File: config.mk
export PLATFORM = sky130hd
export DESIGN_NAME = int_alu
export DESIGN_NICKNAME = d
export VERILOG_FILES = /design/src/rtl/alu_pkg.sv /design/src/rtl/alu_imm_ext.sv /design/src/rtl/alu_adder.sv /design/src/rtl/alu_logic.sv /design/src/rtl/int_alu.sv
export SDC_FILE = /design/constraint.sdc
export NUM_CORES = 1
export LEC_CHECK = 0
export ABC_AREA = 1
export ABC_CLOCK_PERIOD_IN_PS = 32700
export BUFFER_PORTS_ARGS = -buffer_cell sky130_fd_sc_hd__buf_2
export CAP_MARGIN = 40
export CORE_ASPECT_RATIO = 1.2
export CORE_UTILIZATION = 49
export DETAILED_ROUTE_END_ITERATION = 16
export PLACE_DENSITY_LB_ADDON = 0.1
export SLEW_MARGIN = 20
export SYNTH_ARGS = -nofsm -noshare
export SYNTH_HDL_FRONTEND = slang
export SYNTH_SLANG_ARGS = --single-unit
File: constraint.sdc
create_clock -name vclk -period 32.7
set_input_delay 6.54 -clock vclk [all_inputs]
set_output_delay 6.54 -clock vclk [all_outputs]
set_load 0.1 [all_outputs]
File: src/rtl/alu_pkg.sv
package alu_pkg;

  typedef enum logic [2:0] {
    OP_AND = 3'b000,
    OP_OR  = 3'b001,
    OP_ADD = 3'b010,
    OP_SUB = 3'b110,
    OP_SLT = 3'b111
  } alu_op_e;

  // adder runs in subtract mode for SUB and SLT
  function automatic logic fn_sub_mode(input logic [2:0] op);
    return (op == OP_SUB) || (op == OP_SLT);
  endfunction

  // operations that may raise a signed overflow trap
  function automatic logic fn_may_trap(input logic [2:0] op);
    return (op == OP_ADD) || (op == OP_SUB);
  endfunction

  function automatic logic fn_defined(input logic [2:0] op);
    return (op == OP_AND) || (op == OP_OR) || (op == OP_ADD) ||
           (op == OP_SUB) || (op == OP_SLT);
  endfunction

  // two's-complement overflow from the three sign bits
  function automatic logic fn_sign_ovf(input logic sa, input logic sb, input logic ss);
    return (sa == sb) && (ss != sa);
  endfunction

  // signed less-than corrected for overflow
  function automatic logic fn_slt_signed(input logic sum_msb, input logic ovf);
    return sum_msb ^ ovf;
  endfunction

  // unsigned less-than from the carry of A + ~B + 1
  function automatic logic fn_slt_unsigned(input logic carry_out);
    return ~carry_out;
  endfunction

endpackage

File: src/rtl/alu_imm_ext.sv
module alu_imm_ext #(
  parameter int IN_W  = 16,
  parameter int OUT_W = 32
) (
  input  logic [IN_W-1:0]  imm_in,
  output logic [OUT_W-1:0] imm_out
);
  localparam int FILL_W = OUT_W - IN_W;

  assign imm_out = {{FILL_W{imm_in[IN_W-1]}}, imm_in};
endmodule

File: src/rtl/alu_adder.sv
module alu_adder #(
  parameter int W      = 32,
  parameter bit RIPPLE = 1'b1
) (
  input  logic [W-1:0] a_in,
  input  logic [W-1:0] b_in,
  input  logic         sub_en,
  output logic [W-1:0] sum_out,
  output logic         carry_out,
  output logic         sign_ovf
);
  import alu_pkg::*;

  logic [W-1:0] b_eff;

  assign b_eff = sub_en ? ~b_in : b_in;

  generate
    if (RIPPLE) begin : g_ripple
      logic [W:0] cy;
      assign cy[0] = sub_en;
      for (genvar i = 0; i < W; i++) begin : g_cell
        assign sum_out[i] = a_in[i] ^ b_eff[i] ^ cy[i];
        assign cy[i+1]    = (a_in[i] & b_eff[i]) | (a_in[i] & cy[i]) | (b_eff[i] & cy[i]);
      end
      assign carry_out = cy[W];
    end else begin : g_behav
      logic [W:0] wide;
      assign wide      = {1'b0, a_in} + {1'b0, b_eff} + {{W{1'b0}}, sub_en};
      assign sum_out   = wide[W-1:0];
      assign carry_out = wide[W];
    end
  endgenerate

  assign sign_ovf = fn_sign_ovf(a_in[W-1], b_eff[W-1], sum_out[W-1]);
endmodule

File: src/rtl/alu_logic.sv
module alu_logic #(
  parameter int W = 32
) (
  input  logic [W-1:0] a_in,
  input  logic [W-1:0] b_in,
  output logic [W-1:0] and_out,
  output logic [W-1:0] or_out
);
  assign and_out = a_in & b_in;
  assign or_out  = a_in | b_in;
endmodule

File: src/rtl/int_alu.sv
module int_alu #(
  parameter int WIDTH  = 32,
  parameter int IMM_W  = 16,
  parameter bit RIPPLE = 1'b1
) (
  input  logic [WIDTH-1:0] opnd_a,
  input  logic [WIDTH-1:0] opnd_b,
  input  logic [IMM_W-1:0] imm16,
  input  logic             use_imm,
  input  logic [2:0]       op_sel,
  input  logic             is_unsigned,
  output logic [WIDTH-1:0] result,
  output logic             zero_flag,
  output logic             ovf_trap
);
  import alu_pkg::*;

  localparam int HI_W = WIDTH - 1;

  // named internal events
  logic [WIDTH-1:0] imm_ext;
  logic [WIDTH-1:0] b_sel;
  logic             sub_en;
  logic [WIDTH-1:0] add_sum;
  logic             add_cout;
  logic             add_ovf;
  logic [WIDTH-1:0] and_v;
  logic [WIDTH-1:0] or_v;
  logic             less_bit;

  alu_imm_ext #(.IN_W(IMM_W), .OUT_W(WIDTH)) u_ext (
    .imm_in (imm16),
    .imm_out(imm_ext)
  );

  assign b_sel  = use_imm ? imm_ext : opnd_b;
  assign sub_en = fn_sub_mode(op_sel);

  alu_adder #(.W(WIDTH), .RIPPLE(RIPPLE)) u_add (
    .a_in     (opnd_a),
    .b_in     (b_sel),
    .sub_en   (sub_en),
    .sum_out  (add_sum),
    .carry_out(add_cout),
    .sign_ovf (add_ovf)
  );

  alu_logic #(.W(WIDTH)) u_logic (
    .a_in   (opnd_a),
    .b_in   (b_sel),
    .and_out(and_v),
    .or_out (or_v)
  );

  assign less_bit = is_unsigned ? fn_slt_unsigned(add_cout)
                                : fn_slt_signed(add_sum[WIDTH-1], add_ovf);

  always_comb begin
    case (op_sel)
      OP_AND:  result = and_v;
      OP_OR:   result = or_v;
      OP_ADD:  result = add_sum;
      OP_SUB:  result = add_sum;
      OP_SLT:  result = {{HI_W{1'b0}}, less_bit};
      default: result = '0;
    endcase
  end

  assign zero_flag = ~|add_sum;
  assign ovf_trap  = ~is_unsigned & fn_may_trap(op_sel) & add_ovf;

  // checks next to the output logic
  always_comb begin
    if (is_unsigned) begin
      AST_UNSIGNED_NO_TRAP: assert (!ovf_trap);
    end
    if (op_sel == OP_SLT) begin
      AST_SLT_HIGH_CLEAR: assert (result[WIDTH-1:1] == '0);
      AST_SLT_NO_TRAP: assert (!ovf_trap);
    end
    if (sub_en) begin
      AST_ZERO_IS_EQUAL: assert (zero_flag == (opnd_a == b_sel));
    end
    if (!fn_defined(op_sel)) begin
      AST_UNDEF_ZERO: assert (result == '0 && !ovf_trap);
    end
    if (op_sel == OP_ADD && !is_unsigned && opnd_a[WIDTH-1] != b_sel[WIDTH-1]) begin
      AST_MIXED_SIGN_NO_TRAP: assert (!ovf_trap);
    end
  end
endmodule

Word-level counts from Yosys, hierarchy flattened
Index checks and enable logic that the tools add are counted.

Register bits after elaboration: 0. Input bits: 85. Output and inout port bits: 34. Logic and storage cells: 249.

Equality and inequality tests: 6. Muxes and demuxes: 4. Bitwise operators: 232. Reductions and logical operators: 7.

Operator list (count): one-hot mux 32 bit (4 select lines) (1); bitwise AND 1 bit (98); bitwise XOR 1 bit (65); 2-to-1 mux 32 bit (2); bitwise OR 1 bit (64); bitwise AND 32 bit (1); NOT 32 bit (1); bitwise OR 32 bit (1); OR reduction 32 bit (1); == test 3 bit (second input constant) (2); == test 3 x 1 -> 1 bit (second input constant) (1); == test 3 x 2 -> 1 bit (second input constant) (1); logical NOT 3 bit (1); logical OR 1 bit (2); NOT 1 bit (2); OR reduction 2 bit (1); == test 1 bit (1); logical AND 1 bit (1); logical NOT 1 bit (1); 2-to-1 mux 1 bit (1); != test 1 bit (1).

Longest topological paths before layout
Depth after elaboration: 102. Gate-level depth with buffers: 46.

Hierarchy
From an unflattened synthesis, not the netlist that was laid out.

Cell total of the unflattened synthesis: 563. Area total of the unflattened synthesis: 3281.9 µm².

By module, submodules not included: alu_adder (instances 1, cells each 147, area each 1272.5 µm²); int_alu (instances 1, cells each 224, area each 1168.6 µm²); alu_logic (instances 1, cells each 160, area each 600.6 µm²); alu_imm_ext (instances 1, cells each 32, area each 240.2 µm²).

Least setup slack after synthesis
OpenSTA, ideal clock, no wires.

Path type: input port to output port. From: input port use_imm. To: output port ovf_trap. Arrival: 22.979 ns. Required time: 26.160 ns. Setup slack: 3.181 ns. Stages on the path: 42. Path buffers: 2. Path through: buf_6 -> inv_4 -> buf_6 -> nand2_1 -> nand2_1 -> xor2_1 -> fa_1 -> fa_1 -> fa_1 -> fa_1 -> inv_1 -> fa_1 -> inv_1 -> fa_1 -> fa_1 -> fa_1 -> fa_1 -> fa_1 -> [6 not listed] -> fa_1 -> fa_1 -> fa_1 -> fa_1 -> fa_1 -> fa_1 -> fa_1 -> fa_1 -> fa_1 -> fa_1 -> fa_1 -> fa_1 -> fa_1 -> fa_1 -> inv_1 -> fa_1 -> xor2_1 -> nor4_1.

Cells in the longest elaborated chain, start to end: 100. Elaborated cells on any way between the ends: 163. Classes of those cells: eq/ne (2); mux (2); bitwise (158); reduce/logical (1).

Ends and longest elaborated chain: start, declared (RTL line int_alu.sv:9) `input logic use_imm,`; 2-to-1 mux 32 bit (*) (RTL line int_alu.sv:36) `assign b_sel = use_imm ? imm_ext : opnd_b;`; NOT 32 bit (RTL line alu_adder.sv:16) `assign b_eff = sub_en ? ~b_in : b_in;`; 2-to-1 mux 32 bit (*) (RTL line alu_adder.sv:16); bitwise AND 1 bit (RTL line alu_adder.sv:24) `assign cy[i+1] = (a_in[i] & b_eff[i]) | (a_in[i] & cy[i]) | (b_eff[i] & cy[i]);`; bitwise OR 1 bit (2 in series) (RTL line alu_adder.sv:24); bitwise AND 1 bit (RTL line alu_adder.sv:24); bitwise OR 1 bit (2 in series) (RTL line alu_adder.sv:24); bitwise AND 1 bit (RTL line alu_adder.sv:24); [80 not listed]; bitwise AND 1 bit (RTL line alu_adder.sv:24); bitwise OR 1 bit (2 in series) (RTL line alu_adder.sv:24); bitwise AND 1 bit (RTL line alu_adder.sv:24); bitwise OR 1 bit (2 in series) (RTL line alu_adder.sv:24); bitwise XOR 1 bit (RTL line alu_adder.sv:23) `assign sum_out[i] = a_in[i] ^ b_eff[i] ^ cy[i];`; != test 1 bit (RTL line alu_pkg.sv:28) `return (sa == sb) && (ss != sa);`; logical AND 1 bit (*) (RTL line alu_pkg.sv:28); bitwise AND 1 bit (*) (RTL line int_alu.sv:70) `assign ovf_trap = ~is_unsigned & fn_may_trap(op_sel) & add_ovf;`; end, declared (RTL line int_alu.sv:14) `output logic ovf_trap`.

Every way passes the cells marked *; elsewhere a longest branch is shown, timed or not.

Final worst setup path
Ends and elaborated chain as after synthesis.

==> impl_metrics.ini <==
[power_and_ir_drop]
power_mw = 0.1074
p_leak_nw = 1.588
power_density_nw_per_um2 = 37.65
ir_drop_uv = 23.49

[clocking]
cts_setup_buffers = 0
post_cts_resized = 0
cts_hold_buf = 0

[synth]
avgSynthCellArea_um2 = 6.621
yosysSeqAreaShare_pct = 0
synth_cell_types = 22
yosys-top-cells-area = fa_1 28%, nand2_1 18%, xor2_1 12%, o211ai_1 9.7%, nand3_1 6.9%
yosysWarnings = 0
synthCells = 350
syn_area_um2 = 2317
yosys.area.top_type = fa_1
synth_top_cell_area_share_pct = 27.65
syn_nets = 468

[detailed_routing]
vias_per_cell = 5.255
drc = 0
ant_nets = 0
via_count = 2680
wirelength_mm = 6.616
drtIter0Drc = 181
avgRoutedWirePerCell_um = 12.97
drt-pass1-iter-count = 4

[finish]
syn_to_final_growth_pct = 23.16
final_util_pct = 62.58
n_clock_buffer = 0
num-nets-final = 572
layout.area.seq_um2 = 0
multi_input_area_um2 = 2011
drive_gt1_share_pct = 28.10
seq_cells = 0
antenna_cells = 0
nFillCells = 466

[floorplanning]
die_h_um = 77.33
rows = 27
top_level_ports = 119
core_um2 = 4561
dieArea_um2 = 5009
die_width_um = 64.78
initial_core_util_pct = 50.81

[worst_hold_path]
hold_class = in2out

[sta]
fmax_ghz = 0.03525
holdWs_ns = 13.51
setup_viol = 0
slew-limit-headroom_pct = 47.08
period_needed_ns = 28.37
worst_pin_slew_ns = 0.7927
finalMaxSlewViolations = 0
setup_tns_ns = 0
fin_ws_ns = 4.331
finalCritPeriodShare_pct = 86.76
rsz0062_at_grt = false
finalHoldViolations = 0

[run]
drv_cap = 0

[global_route]
grt_pass1_vias = 2495
top_usage_layer = met2
antenna_found_initial = 0
grt.overflow.total = 0
track_usage_pct = 27.63
grt_use_met1_pct = 36.25
global_route.usage.met2_pct = 49.48
grt_max_degree = 33
grt_pass1_wl_mm = 11.24
use_met3_pct = 2.647

[place]
port_buffers = 119
dp_slack_ns = 4.265
gp_congestion = 0.8740
dpl.hpwl_mm = 5.430

[critical_path]
critPathArrivalTime_ns = 21.83
critical_path_class = in2out
cpMostUsedCell = fa_1
critPathCaptureType = output port
max_stage_delay_ns = 0.49
critPathRequiredTime_ns = 26.16
cp-start-kind = input port
cp_max_fo = 32
cpMaxStageDelayCell = fa_1

[outcome]
status = finished clean
==> stage by stage <==
step                      instance area, um^2  instances
after floorplan                          2317        350
after global placement                   2839        509
after detailed placement                 2854        510
after CTS                                2854        510
after global routing                     2854        510
final                                    2854        510
==> metal layers <==
metal,up-vias,wire length [um]
li1,1331,-
met2,104,3316
met5,-,0
met4,0,76
met1,1235,2813
met3,10,411
==> worst paths after layout <==
path | startpoint | end | slack [ns] | depth (start not counted)
hold / removal | is_unsigned | ovf_trap | 13.51 | 3
setup / recovery | use_imm | ovf_trap | 4.33 | 43
==> critical path: cells and delay by family <==
family / cells / cell delay [ns]
AO/OA/AOI/OAI: 1 / 0.20
XOR/XNOR: 1 / 0.17
adder cells (fa/ha/maj): 31 / 13.23
buffers and inverters: 6 / 1.23
AND/OR/NAND/NOR: 4 / 0.44
==> where the power goes <==
part	internal [mW]	total, mW	switching [mW]
clock network	0	0	0
registers	0	0	0
logic	0.0263	0.107	0.0811
total	0.0263	0.107	0.0811
==> synth_stat cells <==
cell type	count
a21oi_1	1
and3_1	1
buf_2	3
buf_4	10
buf_6	5
fa_1	32
ha_1	1
inv_1	39
inv_2	2
inv_4	1
nand2_1	109
nand2_4	1
nand3_1	32
nand3b_1	1
nor2_1	15
nor2_4	2
nor4_1	1
o211ai_1	30
o21ai_0	1
o21ai_1	31
xor2_1	31
xor2_2	1
==> logic make-up after synthesis <==
family                   count (synthesis)  synth area share, %
buffers and inverters                   60                13.23
XOR/XNOR                                32                12.42
AND/OR/NAND/NOR                        162                29.32
adder cells (fa/ha/maj)                 33                28.19
AO/OA/AOI/OAI                           63                16.85
==> placed cells by master, fill, tap and decap left out, drive strengths merged <==
cell      n
buf     120
nand2   110
inv      42
nand3    32
fa       32
o21ai    32
xor2     32
o211ai   30
nor2     17
nand3b    1
a21oi     1
and3      1
nor4      1
ha        1
==> area by class of cell <==
type                            count  area share [%]
Timing Repair Buffer              120           21.39
Inverter                           42           5.612
Multi-Input combinational cell    290           70.45
Tap cell                           58           2.543
No activity file was read; power rests on OpenSTA's default activity.
